[src/rtl/rx_tag_pkg.sv]
package rx_tag_pkg;

    typedef enum logic [1:0] {
        TMO_IDLE  = 2'd0,
        TMO_COUNT = 2'd1,
        TMO_FIRED = 2'd2
    } tmo_state_e;

    typedef struct packed {
        logic       brk;
        logic       ferr;
        logic [7:0] data;
    } rx_entry_t;

    function automatic int trig_thresh(input logic [2:0] code);
        case (code)
            3'd0:    return 1;
            3'd1:    return 4;
            3'd2:    return 8;
            3'd3:    return 16;
            3'd4:    return 32;
            default: return 48;
        endcase
    endfunction

    function automatic int flow_thresh(input logic [1:0] code);
        case (code)
            2'd0:    return 8;
            2'd1:    return 16;
            2'd2:    return 32;
            default: return 48;
        endcase
    endfunction

    function automatic logic [4:0] tmo_limit(input logic [1:0] code);
        case (code)
            2'd1:    return 5'd4;
            2'd2:    return 5'd8;
            2'd3:    return 5'd16;
            default: return 5'd0;
        endcase
    endfunction

endpackage

[src/rtl/rx_tag_store.sv]
module rx_tag_store
    import rx_tag_pkg::*;
#(
    parameter int DEPTH = 64,
    localparam int AW = $clog2(DEPTH),
    localparam int CW = $clog2(DEPTH + 1)
) (
    input  logic            clk,
    input  logic            rst_n,
    input  logic            wr_en,
    input  rx_entry_t       wr_entry,
    input  logic            rd_en,
    output rx_entry_t       head,
    output logic [CW-1:0]   count
);

    rx_entry_t         mem [DEPTH];
    logic [AW-1:0]     wptr;
    logic [AW-1:0]     rptr;

    function automatic logic [AW-1:0] bump(input logic [AW-1:0] p);
        return (p == AW'(DEPTH - 1)) ? '0 : p + 1'b1;
    endfunction

    always_ff @(posedge clk) begin
        if (wr_en) mem[wptr] <= wr_entry;
    end

    always_ff @(posedge clk or negedge rst_n) begin
        if (!rst_n) begin
            wptr  <= '0;
            rptr  <= '0;
            count <= '0;
        end else begin
            if (wr_en) wptr <= bump(wptr);
            if (rd_en) rptr <= bump(rptr);
            unique case ({wr_en, rd_en})
                2'b10:   count <= count + 1'b1;
                2'b01:   count <= count - 1'b1;
                default: count <= count;
            endcase
        end
    end

    assign head = mem[rptr];

endmodule

[src/rtl/rx_tag_idle.sv]
module rx_tag_idle
    import rx_tag_pkg::*;
(
    input  logic       clk,
    input  logic       rst_n,
    input  logic [1:0] code,
    input  logic       empty,
    input  logic       wr_acc,
    input  logic       rd_acc,
    input  logic       tick,
    output logic       tmo_req
);

    tmo_state_e  st, st_n;
    logic [4:0]  cnt, cnt_n;
    logic [4:0]  lim;

    assign lim = tmo_limit(code);

    always_ff @(posedge clk or negedge rst_n) begin
        if (!rst_n) begin
            st  <= TMO_IDLE;
            cnt <= '0;
        end else begin
            st  <= st_n;
            cnt <= cnt_n;
        end
    end

    always_comb begin
        st_n  = st;
        cnt_n = cnt;
        if (code == 2'd0 || (empty && !wr_acc)) begin
            st_n  = TMO_IDLE;
            cnt_n = '0;
        end else if (wr_acc || rd_acc) begin
            st_n  = TMO_COUNT;
            cnt_n = '0;
        end else begin
            unique case (st)
                TMO_IDLE: begin
                    st_n  = TMO_COUNT;
                    cnt_n = '0;
                end
                TMO_COUNT: begin
                    if (tick) begin
                        if (cnt == lim - 5'd1) st_n  = TMO_FIRED;
                        else                   cnt_n = cnt + 5'd1;
                    end
                end
                TMO_FIRED: st_n = TMO_FIRED;
                default:   st_n = TMO_IDLE;
            endcase
        end
    end

    always_comb begin
        tmo_req = (st == TMO_FIRED);
    end

endmodule

[src/rtl/rx_tag_fifo.sv]
module rx_tag_fifo
    import rx_tag_pkg::*;
#(
    parameter int DEPTH = 64,
    localparam int CW = $clog2(DEPTH + 1)
) (
    input  logic        clk,
    input  logic        rst_n,
    input  logic        char_valid,
    input  logic [7:0]  char_data,
    input  logic        char_ferr,
    input  logic        char_brk,
    input  logic        char_tick,
    input  logic        rd_req,
    input  logic [7:0]  tx_level,
    input  logic [2:0]  trig_code,
    input  logic [1:0]  tmo_code,
    input  logic [1:0]  rts_code,
    input  logic        rts_en,
    input  logic        rts_inv,
    output logic [10:0] rd_word,
    output logic [15:0] level_word,
    output logic        trig_req,
    output logic        tmo_req,
    output logic        overrun,
    output logic        rts_out
);

    logic [CW-1:0] count;
    rx_entry_t     head;
    rx_entry_t     in_entry;
    logic          full, empty, wr_acc, rd_acc, flow_stop;

    assign full     = (int'(count) == DEPTH);
    assign empty    = (count == '0);
    assign wr_acc   = char_valid && !full;
    assign rd_acc   = rd_req && !empty;
    assign in_entry = '{brk: char_brk, ferr: char_ferr, data: char_data};

    rx_tag_store #(.DEPTH(DEPTH)) u_store (
        .clk      (clk),
        .rst_n    (rst_n),
        .wr_en    (wr_acc),
        .wr_entry (in_entry),
        .rd_en    (rd_acc),
        .head     (head),
        .count    (count)
    );

    rx_tag_idle u_idle (
        .clk     (clk),
        .rst_n   (rst_n),
        .code    (tmo_code),
        .empty   (empty),
        .wr_acc  (wr_acc),
        .rd_acc  (rd_acc),
        .tick    (char_tick),
        .tmo_req (tmo_req)
    );

    always_ff @(posedge clk or negedge rst_n) begin
        if (!rst_n) overrun <= 1'b0;
        else        overrun <= char_valid && full;
    end

    always_comb begin
        rd_word    = empty ? 11'h100 : {head.brk, head.ferr, 1'b0, head.data};
        level_word = {tx_level, 8'(count)};
        trig_req   = int'(count) >= trig_thresh(trig_code);
        flow_stop  = rts_en && (int'(count) >= flow_thresh(rts_code));
        rts_out    = flow_stop ^ rts_inv;
    end

endmodule

[config.mk]
export PLATFORM = sky130hd
export DESIGN_NAME = rx_tag_fifo
export DESIGN_NICKNAME = d
export VERILOG_FILES = /design/src/rtl/rx_tag_pkg.sv /design/src/rtl/rx_tag_store.sv /design/src/rtl/rx_tag_idle.sv /design/src/rtl/rx_tag_fifo.sv
export SDC_FILE = /design/constraint.sdc
export NUM_CORES = 1
export LEC_CHECK = 0
export ABC_AREA = 1
export BUFFER_PORTS_ARGS = -buffer_cell sky130_fd_sc_hd__buf_2
export CORE_AREA = 5 5 263 265
export CTS_CLUSTER_DIAMETER = 100
export DETAILED_ROUTE_END_ITERATION = 7
export DIE_AREA = 0 0 268 270
export SETUP_SLACK_MARGIN = 0.02
export SLEW_MARGIN = 15
export SYNTH_ARGS = -nofsm -noshare
export SYNTH_HDL_FRONTEND = slang
export SYNTH_SLANG_ARGS = --single-unit
[constraint.sdc]
create_clock -name clk -period 4.3 [get_ports clk]
set_input_delay 0.43 -clock clk [delete_from_list [all_inputs] [get_ports clk]]
set_output_delay 0.43 -clock clk [all_outputs]
set_load 0.03 [all_outputs]
=== Yosys cells after proc, flatten, opt, wreduce, memory -nomap -nowiden ===
Memories as Yosys holds them, arrays and structs flattened.
Index checks and enable logic that the tools add are counted.
W data, S select, Z words.

* $add $sub $neg: 6
* Multiply operators: 0
* Divide/modulo/power cells: 0
* Bitwise gates (word level): 1
* Muxes and demuxes: 19
* Shift operators: 0
* Reductions and logical operators: 19
* Magnitude comparators: 2
* Equality and inequality tests: 20

{| class="wikitable"
|+ Operators with widths
! cell !! count
|-
| $ge A8 B32 Y1 || 2
|-
| $pmux W6 S5 || 1
|-
| $mux W5 || 4
|-
| $pmux W6 S3 || 1
|-
| $pmux W5 S3 || 1
|-
| $pmux W7 S2 || 1
|-
| $add A6 B1 Y6 const B || 2
|-
| $eq A6 B6 Y1 const B || 2
|-
| $mux W6 || 2
|-
| $mux W11 || 1
|-
| $eq A2 B2 Y1 const B || 5
|-
| $pmux W5 S2 || 1
|-
| $eq A2 B1 Y1 const B || 4
|-
| $mux W2 || 4
|-
| $ne A4 B2 Y1 const B || 2
|-
| $add A7 B1 Y7 const B || 1
|-
| $eq A7 B7 Y1 const B || 1
|-
| $logic_not A7 Y1 || 1
|-
| $sub A7 B1 Y7 const B || 1
|-
| $eq A3 B2 Y1 const B || 2
|-
| $logic_not A2 Y1 || 3
|-
| $pmux W2 S3 || 1
|-
| $add A5 B1 Y5 const B || 1
|-
| $eq A5 B5 Y1 || 1
|-
| other kinds (14) || 22
|}

* Memories kept: 1
* Word-level logic and storage cells: 74
* Bits in writable memories: 640
* ROM bits: 0
* Register bits after elaboration: 27
* Latch bits: 0
* Output and inout port bits: 31
* Bits of input ports: 32

{| class="wikitable"
|+ Memory list
! name !! depth !! bits a word !! read ports !! clocked after memory_dff !! wr ports !! RTL line !! RTL
|-
| u_store.mem || 64 || 10 || 1 || 0 || 1 || rx_tag_store.sv:17 || <nowiki>rx_entry_t mem [DEPTH];</nowiki>
|}

=== Depth between registers and ports, before layout ===
Gate-level depths: netlist of run 1.

* Word-level depth: 9
* Depth in mapped cells: 16
* Depth with buffers taken out: 16

=== Modules after synthesis ===
Synthesis of run 1 repeated with hierarchy kept, for this count alone.

* Cells, all modules: 2828
* Area, all modules: 29488.3 µm²

{| class="wikitable"
|+ Modules (own cells, without submodules)
! module !! seq. area each (µm²) !! cells an instance !! area each (µm²) !! times used
|-
| rx_tag_store || 19693.9 || 2626 || 28229.6 || 1
|-
| rx_tag_idle || 175.2 || 105 || 721.9 || 1
|-
| rx_tag_fifo || 25.0 || 97 || 536.8 || 1
|}

=== Least setup slack after synthesis of run 1 ===
OpenSTA, ideal clock, no wires.

* Path kind: reg-to-reg
* From: reg u_store.count[4]
* To: reg u_store.count[5]
* Setup time: 118 ps
* Required time: 4182 ps
* Setup slack: 1597 ps
* Data arrival time: 2585 ps
* Clock period less this slack: 2703 ps
* Stages on the path, launching flop included: 15
* Path buffers: 0
* Cells stage by stage: dfrtp_1 -> or2_1 -> nor3_4 -> nor2_2 -> ha_1 -> ha_1 -> a21oi_1 -> nand2_1 -> nand2_1 -> nand2_1 -> nand2_1 -> nand2_1 -> or2_2 -> nand3_1 -> nand2_1

* Cells in the longest elaborated chain, start to end: 5
* Elaborated cells between the ends (all ways): 12
* Those cells by class: 2 x add/sub; 3 x eq/ne; 1 x mux; 6 x reduce/logical

{| class="wikitable"
|+ RTL lines
! element !! RTL line !! RTL
|-
| start: declaration || rx_tag_store.sv:14 || <nowiki>output logic [CW-1:0] count</nowiki>
|-
| start signal: assignment || rx_tag_store.sv:38 || <nowiki>2'b10: count <= count + 1'b1;</nowiki>
|-
| start signal: assignment || rx_tag_store.sv:39 || <nowiki>2'b01: count <= count - 1'b1;</nowiki>
|-
| start signal: assignment || rx_tag_store.sv:40 || <nowiki>default: count <= count;</nowiki>
|-
| $logic_not A7 Y1 * || rx_tag_fifo.sv:35 || <nowiki>assign empty = (count == '0);</nowiki>
|-
| $logic_not A1 Y1 * || rx_tag_fifo.sv:37 || <nowiki>assign rd_acc = rd_req && !empty;</nowiki>
|-
| $logic_and A1 B1 Y1 * || rx_tag_fifo.sv:37 ||
|-
| via rd_acc || rx_tag_fifo.sv:32 || <nowiki>logic full, empty, wr_acc, rd_acc, flow_stop;</nowiki>
|-
| $eq A2 B1 Y1 / $eq A2 B2 Y1 (equally long branches) || rx_tag_store.sv:37 || <nowiki>unique case ({wr_en, rd_en})</nowiki>
|-
| $pmux W7 S2 / $reduce_bool A2 Y1 (equally long branches) || - ||
|}

Mark *: on every way through the listed nets, which the timed path passes. The rest lies on a longest branch.
A chain may end at the register's enable or synchronous reset.

=== Final worst setup path of run 1 ===
* From: reg u_store.rptr[0]
* To: out rd_word[10]

* Cells in the longest elaborated chain, start to end: 2

{| class="wikitable"
|+ RTL lines
! element !! RTL line !! RTL
|-
| start: declaration || rx_tag_store.sv:19 || <nowiki>logic [AW-1:0] rptr;</nowiki>
|-
| start signal: assignment || rx_tag_store.sv:36 || <nowiki>if (rd_en) rptr <= bump(rptr);</nowiki>
|-
| $mem_v2 Z64 W10 || - ||
|-
| $mux W11 || rx_tag_fifo.sv:67 || <nowiki>rd_word = empty ? 11'h100 : {head.brk, head.ferr, 1'b0, head.data};</nowiki>
|-
| end: declaration || rx_tag_fifo.sv:21 || <nowiki>output logic [10:0] rd_word,</nowiki>
|}

Every way passes these cells.

==> summary.txt, run 1 <==
Floorplanning
  • Die width: approximately 270 um
  • Num rows: 95
  • Starting Density: ~44%
  • Die area: roughly 0.072 mm^2
  • Chip height: ~270 um
  • Io pins: 63
  • Core footprint: 0.0666 mm^2

Global route
  • Largest net degree at the start of global routing: 178
  • Initial antenna violation count: 1
  • Total track usage: about a fifth
  • Most Crowded Layer GR: met2
  • Vias in the first global route: between 15000 and 20000
  • First-pass GRT wire length: 116 mm
  • Met2 usage: between 30% and 40%
  • GR Layer Usage met3: approximately 3.5%
  • Grt ovf: 0
  • Met1 Use GR: between 20% and 30%

Worst setup path
  • Largest stage delay on the critical path: 0.58 ns
  • CP max-delay cell: dfrtp_4
  • CP Class: register to primary output
  • Critical Path AT: about 3.4 ns
  • Worst r2r src: u_store.count[0]$_DFFE_PN0P_
  • Most used cell, CP: nand2_1
  • Worst-case reg-to-reg path depth: 8
  • Req. time, crit path: 3.87 ns
  • Reg2Reg Capture Point: u_store.mem[47][8]$_DFFE_PP_
  • Critical path, cell by cell: inv_8, buf_4, nand2_1, nand3_1, nand3_1, nand3_1, nand2_1, nand2_1, nand2_1, nor2_1, nor2_1, buf_2
  • Reg-to-reg slack, setup: 1.20 ns
  • CP Capture Type: primary output
  • Critical Path Source Type: register
  • Worst-path fanout max: around 120
  • Buf/Inv on CP: 3
  • Top delay family on crit path: simple AND/OR/NAND/NOR gates

Timing
  • Unrepaired setup endpoints after global routing: no
  • Final hold vios: 0
  • Setup violators final: 0
  • Worst Tran Pin Value: roughly 1.1 ns
  • Top achievable clock speed: between 0.2 and 0.3 GHz
  • Setup TNS: 0 ns
  • Fin crit share: 89.6%
  • Slew HR: 26.4%
  • Worst setup margin: roughly 0.45 ns
  • Final min period: 3.85 ns
  • Clock Skews: about 0.021 ns
  • Slew Limit Fails: 0

Layout
  • Register Area: roughly 0.02 mm^2
  • Layout cell share with drive strength beyond 1: ~8.0%
  • Fillers: 6047
  • Post-Route Utilization: 49.1%
  • Post-route insts no fill: about 3800
  • Layout Nets: 2949
  • Area grow syn2layout: 10.5%
  • Inserted Diodes: 0
  • Area of the multi-input gates: between 0.007 and 0.008 mm^2

Placed design
  • Port Buffers: 45
  • DP HPWL: roughly 45 mm
  • Placed cell count: around 3700
  • RePlAce Congestion: a little under 0.9
  • DP Worst Slack: about 1.1 ns

Synthesis
  • Syn_area_per_cell: a little over 10 um^2
  • Register area share after synthesis: between 60 and 70%
  • Flip-flop and latch count after synthesis: between 600 and 700
  • Simple-gate share of the synthesized area: a little over a fifth
  • Synthesis Warnings: 0
  • Largest family of logic cells by synthesized area: simple AND/OR/NAND/NOR gates
  • Synth Net Count: 2923
  • Gate Count Post-Synth: between 2000 and 3000
  • Mux share of post-synthesis cell area: 0%
  • Post-Synth Adder-Cell Area: 1.04%
  • Post-synthesis compound-gate area fraction: 2.17%
  • Post-synthesis cell type count: 40
  • Post-Syn Area: just under 0.03 mm^2
  • Synth Area in XOR/XNOR: 0.296%

Run status
  • Outcome: complete, no violations

Route
  • Drt pass-1 iters: 8
  • Routed Antenna Nets: 0
  • DR WL/cell: 19.9 um
  • Vias/cell: 5.18
  • Final wirelength: between 70 and 80 mm
  • Vias post-DR: between 15000 and 20000
  • 1st-iter DRT viols: 1960
  • Drc violations: 0

Worst hold path
  • Hold Path Depth: 3
  • Hold Path Class: primary input to register
  • Hold Path End: overrun$_DFF_PN0_
  • Hold_sp: char_valid

CTS
  • Post_cts resized: 0
  • CTS tree: yes
  • Clock Sink Count: 667
  • Root Buffer: clkbuf_16
  • CTS Buffer Depth: 3
  • CTS buffer count: 70
  • Clk slew on worst S/H paths: around 0.06 ns
  • # H-tree levels: 3
  • Worst-skew pair later-pin latency: ~0.60 ns

Pwr
  • VDD IR max: around 670 uV
  • Pwr dens: 630 mW/mm^2
  • Leakage power: 13.4 nW

Flow run
  • Max-cap violations: 0
==> cells by family (layout without fill, tap and decap cells) <==
| logic type | Yosys count | after routing |
|---|---|---|
| AOI/OAI and AO/OA | 120 | 120 |
| xor gates and xnor gates | 10 | 10 |
| adders and majority gates | 24 | 24 |
| buffers and inverters | 475 | 555 |
| DFF | 667 | 667 |
| other | 1 | 1 |
| and+or+nand+nor | 1570 | 1570 |
==> metal layers <==
metal  routed length, um  share of wire, %
met5                   0                 0
met4                1990               2.6
met3                5190               6.8
met2               36500                48
met1               32400                43
==> timing repair <==
action / 4_1_cts / 5_1_grt
hold endpoints to repair: 27 / 0
hold buffers: 1 / 0
setup buffers: 0 / 0
==> sequential cells by signal (all words and copies together) (netlist names) <==
signal / count
overrun: 1
u_idle.cnt: 5
u_idle.st: 2
u_store.count: 7
u_store.mem: 640
u_store.rptr: 6
u_store.wptr: 6
==> area by class of cell <==
class                      count  area share (%)
multi-input combinational   1725            22.9
inverter                     330            3.82
tap                          873            3.34
clock buffer                  88            5.86
timing repair buffer          99            2.21
sequential                   667            60.9
clock inverter                38           0.919
==> placed cells by master (no fill, tap or decap), drive strengths merged <==
cell type    count
clkbuf          88
bufinv           4
o22ai            1
nand2          992
a22oi            1
xor2             8
ha              23
nor2           240
xnor2            2
dfrtp           27
o21ai           81
dlygate4sd3      1
o211a            1
clkinv          30
a21boi           1
inv            333
or2             10
or3b             1
nand4           11
nor3             5
a21oi           33
fa               1
clkinvlp         1
edfxtp         640
buf             98
o21a             1
o211ai           1
nand3          310
conb             1
and3             1
==> worst max path at each step <==
stage	startpoint	endpoint	slack [ns]	cells past startpoint
after CTS	u_store.rptr[0]$_DFFE_PN0P_	rd_word[0]	0.41	11
final	u_store.rptr[0]$_DFFE_PN0P_	rd_word[10]	0.45	12
after global routing	u_store.rptr[0]$_DFFE_PN0P_	rd_word[10]	0.31	14
after floorplan	u_store.count[4]$_DFFE_PN0P_	u_store.count[5]$_DFFE_PN0P_	1.60	14
after global placement	u_store.rptr[0]$_DFFE_PN0P_	rd_word[0]	1.10	11
after detailed placement	u_store.rptr[0]$_DFFE_PN0P_	rd_word[0]	1.07	11
==> worst reg2reg max path, cell delays in order (launching register included) <==
cell     delay [ns]
dfrtp_1        0.47
inv_2          0.08
nand4_1        0.16
nor2_1         0.06
nand2_1        0.09
nand2_2        0.12
inv_2          0.28
nand2_1        0.51
nor2_1         0.95
==> synth_stat cells <==
| cell type | n | share of area (%) |
|---|---|---|
| a21boi_0 | 1 | 0.025 |
| a21oi_1 | 26 | 0.44 |
| a21oi_2 | 7 | 0.21 |
| a22oi_1 | 1 | 0.025 |
| and3_1 | 1 | 0.021 |
| buf_1 | 3 | 0.038 |
| buf_12 | 1 | 0.068 |
| buf_2 | 62 | 1.0 |
| buf_4 | 37 | 0.94 |
| buf_6 | 23 | 0.88 |
| clkbuf_1 | 19 | 0.24 |
| conb_1 | 1 | 0.013 |
| dfrtp_1 | 27 | 2.3 |
| edfxtp_1 | 640 | 65 |
| fa_1 | 1 | 0.068 |
| ha_1 | 23 | 0.97 |
| inv_1 | 323 | 4.1 |
| inv_2 | 6 | 0.076 |
| inv_6 | 1 | 0.030 |
| nand2_1 | 990 | 13 |
| nand2_2 | 2 | 0.042 |
| nand3_1 | 310 | 5.2 |
| nand4_1 | 6 | 0.13 |
| nand4_4 | 5 | 0.36 |
| nor2_1 | 238 | 3.0 |
| nor2_2 | 2 | 0.042 |
| nor3_1 | 3 | 0.051 |
| nor3_2 | 1 | 0.034 |
| nor3_4 | 1 | 0.055 |
| o211a_1 | 1 | 0.034 |
| o211ai_1 | 1 | 0.025 |
| o21a_1 | 1 | 0.025 |
| o21ai_0 | 57 | 0.96 |
| o21ai_1 | 24 | 0.41 |
| o22ai_1 | 1 | 0.021 |
| or2_1 | 1 | 0.021 |
| or2_2 | 9 | 0.19 |
| or3b_2 | 1 | 0.030 |
| xnor2_1 | 2 | 0.059 |
| xor2_1 | 8 | 0.24 |
==> metrics by stage <==
| stage | total power [mW] | hold slack [ns] | instance area, um^2 |
|---|---|---|---|
| 3_5_place_dp | 14.8 | 0.499 | 30400 |
| 5_1_grt | 21.7 | 0.0950 | 32700 |
| 2_1_floorplan | 12.7 | 0.134 | 29600 |
| 4_1_cts | 20.7 | 0.0623 | 32700 |
| 3_3_place_gp | 14.7 | 0.481 | 30400 |
| 6_report | 20.6 | 0.0950 | 32700 |
==> power breakdown <==
group	total [mW]	internal (mW)	switching, mW
Combinational	7.00	1.90	5.09
Clock	5.89	3.40	2.49
Sequential	7.70	7.45	0.253
Total	20.6	12.8	7.84
No activity file was read; power rests on OpenSTA's default activity.
==> inputs of run 2 (changes only) <==
ABC_AREA = unset   (was 1)
CORE_AREA = 5 5 250 252   (was 5 5 263 265)
DIE_AREA = 0 0 255 257   (was 0 0 268 270)
==> run 2 against run 1 <==
Net effect: sequential power hardly changed; flip-flop and latch count stayed put; clock skew increased by 0.0034 ns; synthesized cell count is 53% lower; critical endpoint is now rd_word[6].
==> summary.txt, run 2 <==
Global route
  • Total track usage: 18.8% (was 20.9%)
  • First-pass GRT wire length: 90.7 mm (was 116 mm)
  • Vias in the first global route: 13455 (was 19427)
  • Largest net degree at the start of global routing: 92 (was 178)
  • Grt ovf: 0 (unchanged)
  • Initial antenna violation count: 0 (was 1)

Timing
  • Final min period: 4.02 ns (was 3.85 ns)
  • Slew Limit Fails: 0 (unchanged)
  • Clock Skews: 0.0244 ns (was 0.0210 ns)
  • Top achievable clock speed: 0.248 GHz (was 0.260 GHz)
  • Final hold slack: 0.0823 ns (was 0.0950 ns)
  • Slew HR: 23.7% (was 26.4%)
  • Setup violators final: 0 (unchanged)
  • Worst Tran Pin Value: 1.14 ns (was 1.10 ns)
  • Setup TNS: 0 ns (unchanged)
  • Final hold vios: 0 (unchanged)
  • Fin crit share: 93.6% (was 89.6%)
  • Unrepaired setup endpoints after global routing: no (unchanged)

Placed design
  • RePlAce Congestion: 0.803 (was 0.874)
  • DP HPWL: 36.6 mm (was 44.6 mm)
  • Port Buffers: 45 (unchanged)
  • Placed inst area: 0.0281 mm^2 (was 0.0304 mm^2)

Synthesis
  • Synth Net Count: 1392 (was 2923)
  • Yosys top cell area share: 72.1% (was 65.0%)
  • Ys async rst share: 4.05% (unchanged)
  • Post-Synth Adder-Cell Area: 1.15% (was 1.04%)
  • Area leader, netlist: edfxtp_1 (unchanged)
  • Number of flops mapped to enable cells by yosys: 640 (unchanged)
  • Synthesis Warnings: 0 (unchanged)
  • Register area share after synthesis: 74.6% (was 67.3%)
  • Gate Count Post-Synth: 1336 (was 2867)
  • Top cells by area, synth: edfxtp_1, mux4_2, dfrtp_1, mux4_1, mux2i_1 (was edfxtp_1, nand2_1, nand3_1, inv_1, nor2_1)
  • Simple-gate share of the synthesized area: 2.89% (was 21.8%)
  • Syn_area_per_cell: 20.0 um^2 (was 10.3 um^2)
  • Largest family of logic cells by synthesized area: multiplexers (was simple AND/OR/NAND/NOR gates)
  • Most used flip-flop cell after synthesis: edfxtp_1 (unchanged)
  • Post-synthesis compound-gate area fraction: 4.13% (was 2.17%)
  • Most common cell in the netlist: edfxtp_1 (was nand2_1)
  • Top cells by count, synth: edfxtp_1, mux4_2, nor2_1 (was nand2_1, edfxtp_1, inv_1)
  • Post-Syn Area: 0.0267 mm^2 (was 0.0296 mm^2)
  • Mux share of post-synthesis cell area: 14.8% (was 0%)
  • Post-synthesis cell type count: 52 (was 40)
  • Synth Area in XOR/XNOR: 0.460% (was 0.296%)
  • Flip-flop and latch count after synthesis: 667 (unchanged)

Layout
  • Commonest non-fill, non-tap cells in the layout: edfxtp_1, mux4_2, buf_4 (was nand2_1, edfxtp_1, inv_1)
  • Inserted Diodes: 0 (unchanged)
  • Area grow syn2layout: 13.5% (was 10.5%)
  • Commonest non-fill, non-tap cell in the layout: edfxtp_1 (was nand2_1)
  • Top Registers: u_store.mem x640, u_store.count x7 (unchanged)
  • Biggest register: u_store.mem (unchanged)
  • Layout cell share with drive strength beyond 1: 23.5% (was 8.04%)
  • Layout Nets: 1515 (was 2949)
  • Fillers: 4800 (was 6047)
  • Final Instance Area: 0.0303 mm^2 (was 0.0327 mm^2)
  • Largest register FFs: 640 (unchanged)

Route
  • Drc violations: 0 (unchanged)
  • Final wirelength: 61.4 mm (was 76.0 mm)
  • Drt pass-1 iters: 5 (was 8)
  • Vias/cell: 5.80 (was 5.18)
  • DR WL/cell: 26.8 um (was 19.9 um)
  • Routed Antenna Nets: 0 (unchanged)
  • Vias post-DR: 13284 (was 19795)
  • 1st-iter DRT viols: 1266 (was 1960)

Worst setup path
  • CP max-delay cell: dfrtp_4 (unchanged)
  • End of the critical path: rd_word[6] (was rd_word[10])
  • Buf/Inv on CP: 3 (unchanged)
  • Critical path, cell by cell: buf_12, buf_4, mux4_2, a22oi_2, nand3_1, a22o_1, buf_2 (was inv_8, buf_4, nand2_1, nand3_1, nand3_1, nand3_1, nand2_1, nand2_1, nand2_1, nor2_1, nor2_1, buf_2)
  • Req. time, crit path: 3.87 ns (about the same)
  • Reg2Reg Capture Point: u_store.count[6]$_DFFE_PN0P_ (was u_store.mem[47][8]$_DFFE_PP_)
  • CP Capture Type: primary output (unchanged)
  • Top delay family on crit path: buffers and inverters (was simple AND/OR/NAND/NOR gates)
  • Worst r2r src: u_store.count[1]$_DFFE_PN0P_ (was u_store.count[0]$_DFFE_PN0P_)
  • Critical Path Source Type: register (unchanged)
  • Worst-path fanout max: 30 (was 116)
  • Levels on crit path: 7 (was 12)
  • CP Class: register to primary output (unchanged)
  • Largest stage delay on the critical path: 0.62 ns (was 0.58 ns)
  • Critical Path Source: u_store.rptr[0]$_DFFE_PN0P_ (unchanged)
  • Reg-to-reg slack, setup: 0.81 ns (was 1.20 ns)
  • Worst-case reg-to-reg path depth: 11 (was 8)
  • Critical Path AT: 3.59 ns (was 3.42 ns)

CTS
  • Clk slew on worst S/H paths: 0.06 ns (about the same)
  • CTS buffer count: 67 (was 70)
  • # H-tree levels: 3 (unchanged)
  • Clock Sink Count: 667 (unchanged)
  • Root Buffer: clkbuf_16 (unchanged)
  • Worst-skew pair later-pin latency: 0.59 ns (was 0.60 ns)
  • # Post-CTS Setup Buffers: 0 (unchanged)
  • CTS tree: yes (unchanged)
  • CTS Buffer Depth: 3 (unchanged)

Pwr
  • Leakage power: 9.97 nW (was 13.4 nW)
  • Pwr dens: 602 mW/mm^2 (was 630 mW/mm^2)
  • PnR Total Power: 18.2 mW (was 20.6 mW)
  • VDD IR max: 333 uV (was 666 uV)

Floorplanning
  • Chip height: 257 um (was 270 um)
  • Num rows: 90 (was 95)
  • Die area: 0.0655 mm^2 (was 0.0724 mm^2)
  • Die width: 255 um (was 268 um)
  • Starting Density: 44.5% (was 44.4%)
  • Core footprint: 0.0599 mm^2 (was 0.0666 mm^2)
  • Io pins: 63 (unchanged)

Worst hold path
  • Hold Path Class: primary input to register (unchanged)

Run status
  • Outcome: complete, no violations (unchanged)

Flow run
  • Max-cap violations: 0 (unchanged)
==> run 2: logic make-up (layout without fill, tap and decap cells) <==
group | after synthesis | after routing
xor+xnor | 14 | 14
mux | 203 | 203
buf+inv | 99 | 272
simple gates | 173 | 173
flops | 667 | 667
compound gates | 155 | 155
other cells | 1 | 1
fa+ha+maj | 24 | 24
==> run 2: worst register-to-register path: cells and delay by family, from the launching register on <==
kind | cells | cell delay, ns
xor+xnor | 1 | 0.14
simple gates | 3 | 0.87
fa+ha+maj | 2 | 0.84
compound gates | 4 | 0.94
flops | 1 | 0.44
buf+inv | 1 | 0.14
==> run 2: how the worst min path moves through the flow <==
| stage | from | to | depth (start not counted) |
|---|---|---|---|
| 5_1_grt | char_ferr | u_store.mem[37][8]$_DFFE_PP_ | 1 |
| 3_3_place_gp | u_idle.st[1]$_DFFE_PN0P_ | u_idle.st[1]$_DFFE_PN0P_ | 2 |
| 2_1_floorplan | rst_n | overrun$_DFF_PN0_ | 0 |
| 4_1_cts | char_ferr | u_store.mem[39][8]$_DFFE_PP_ | 1 |
| 3_5_place_dp | rst_n | u_store.count[1]$_DFFE_PN0P_ | 1 |
| 6_report | char_valid | overrun$_DFF_PN0_ | 3 |
==> run 2: cell type report <==
| type | instances | area, um^2 | area share (%) |
|---|---|---|---|
| clock buffers | 88 | 1890 | 6.25 |
| clock inverters | 31 | 218 | 0.719 |
| inverters | 22 | 82.6 | 0.273 |
| multi-input cells | 570 | 6260 | 20.7 |
| flip-flops and latches | 667 | 19900 | 65.8 |
| well taps | 782 | 978 | 3.23 |
| repair buffers | 131 | 938 | 3.10 |
==> run 2: stage by stage <==
| stage | instances | setup WS (ns) | util [%] |
|---|---|---|---|
| 2_1_floorplan | 1336 | 1.24 | - |
| 4_1_cts | 2291 | 0.0463 | 50.5 |
| 5_1_grt | 2291 | 0.0975 | 50.5 |
| 3_5_place_dp | 2171 | 0.646 | 47.0 |
| 3_3_place_gp | 2171 | 0.619 | 47.0 |
| 6_report | 2291 | 0.275 | 50.5 |
==> run 2: what timing repair did <==
action | 4_1_cts | 5_1_grt
setup endpoints to repair | 1 | 2
hold endpoints to repair | 27 | 0
gates resized for setup | 1 | 2
hold buffers | 1 | 0
==> run 2: power by group <==
group | internal [mW] | switching [mW]
Clock | 3.27 | 2.35
Sequential | 7.42 | 0.289
Combinational | 1.86 | 3.02
==> run 2: per-layer routing <==
layer | up-vias | wire (um) | GRT usage, %
li1 | 5762 | - | -
met1 | 6998 | 25800 | 26.9
met2 | 433 | 29700 | 29.5
met3 | 91 | 4260 | 3.76
met4 | 0 | 1530 | 5.73
met5 | - | 0 | 0
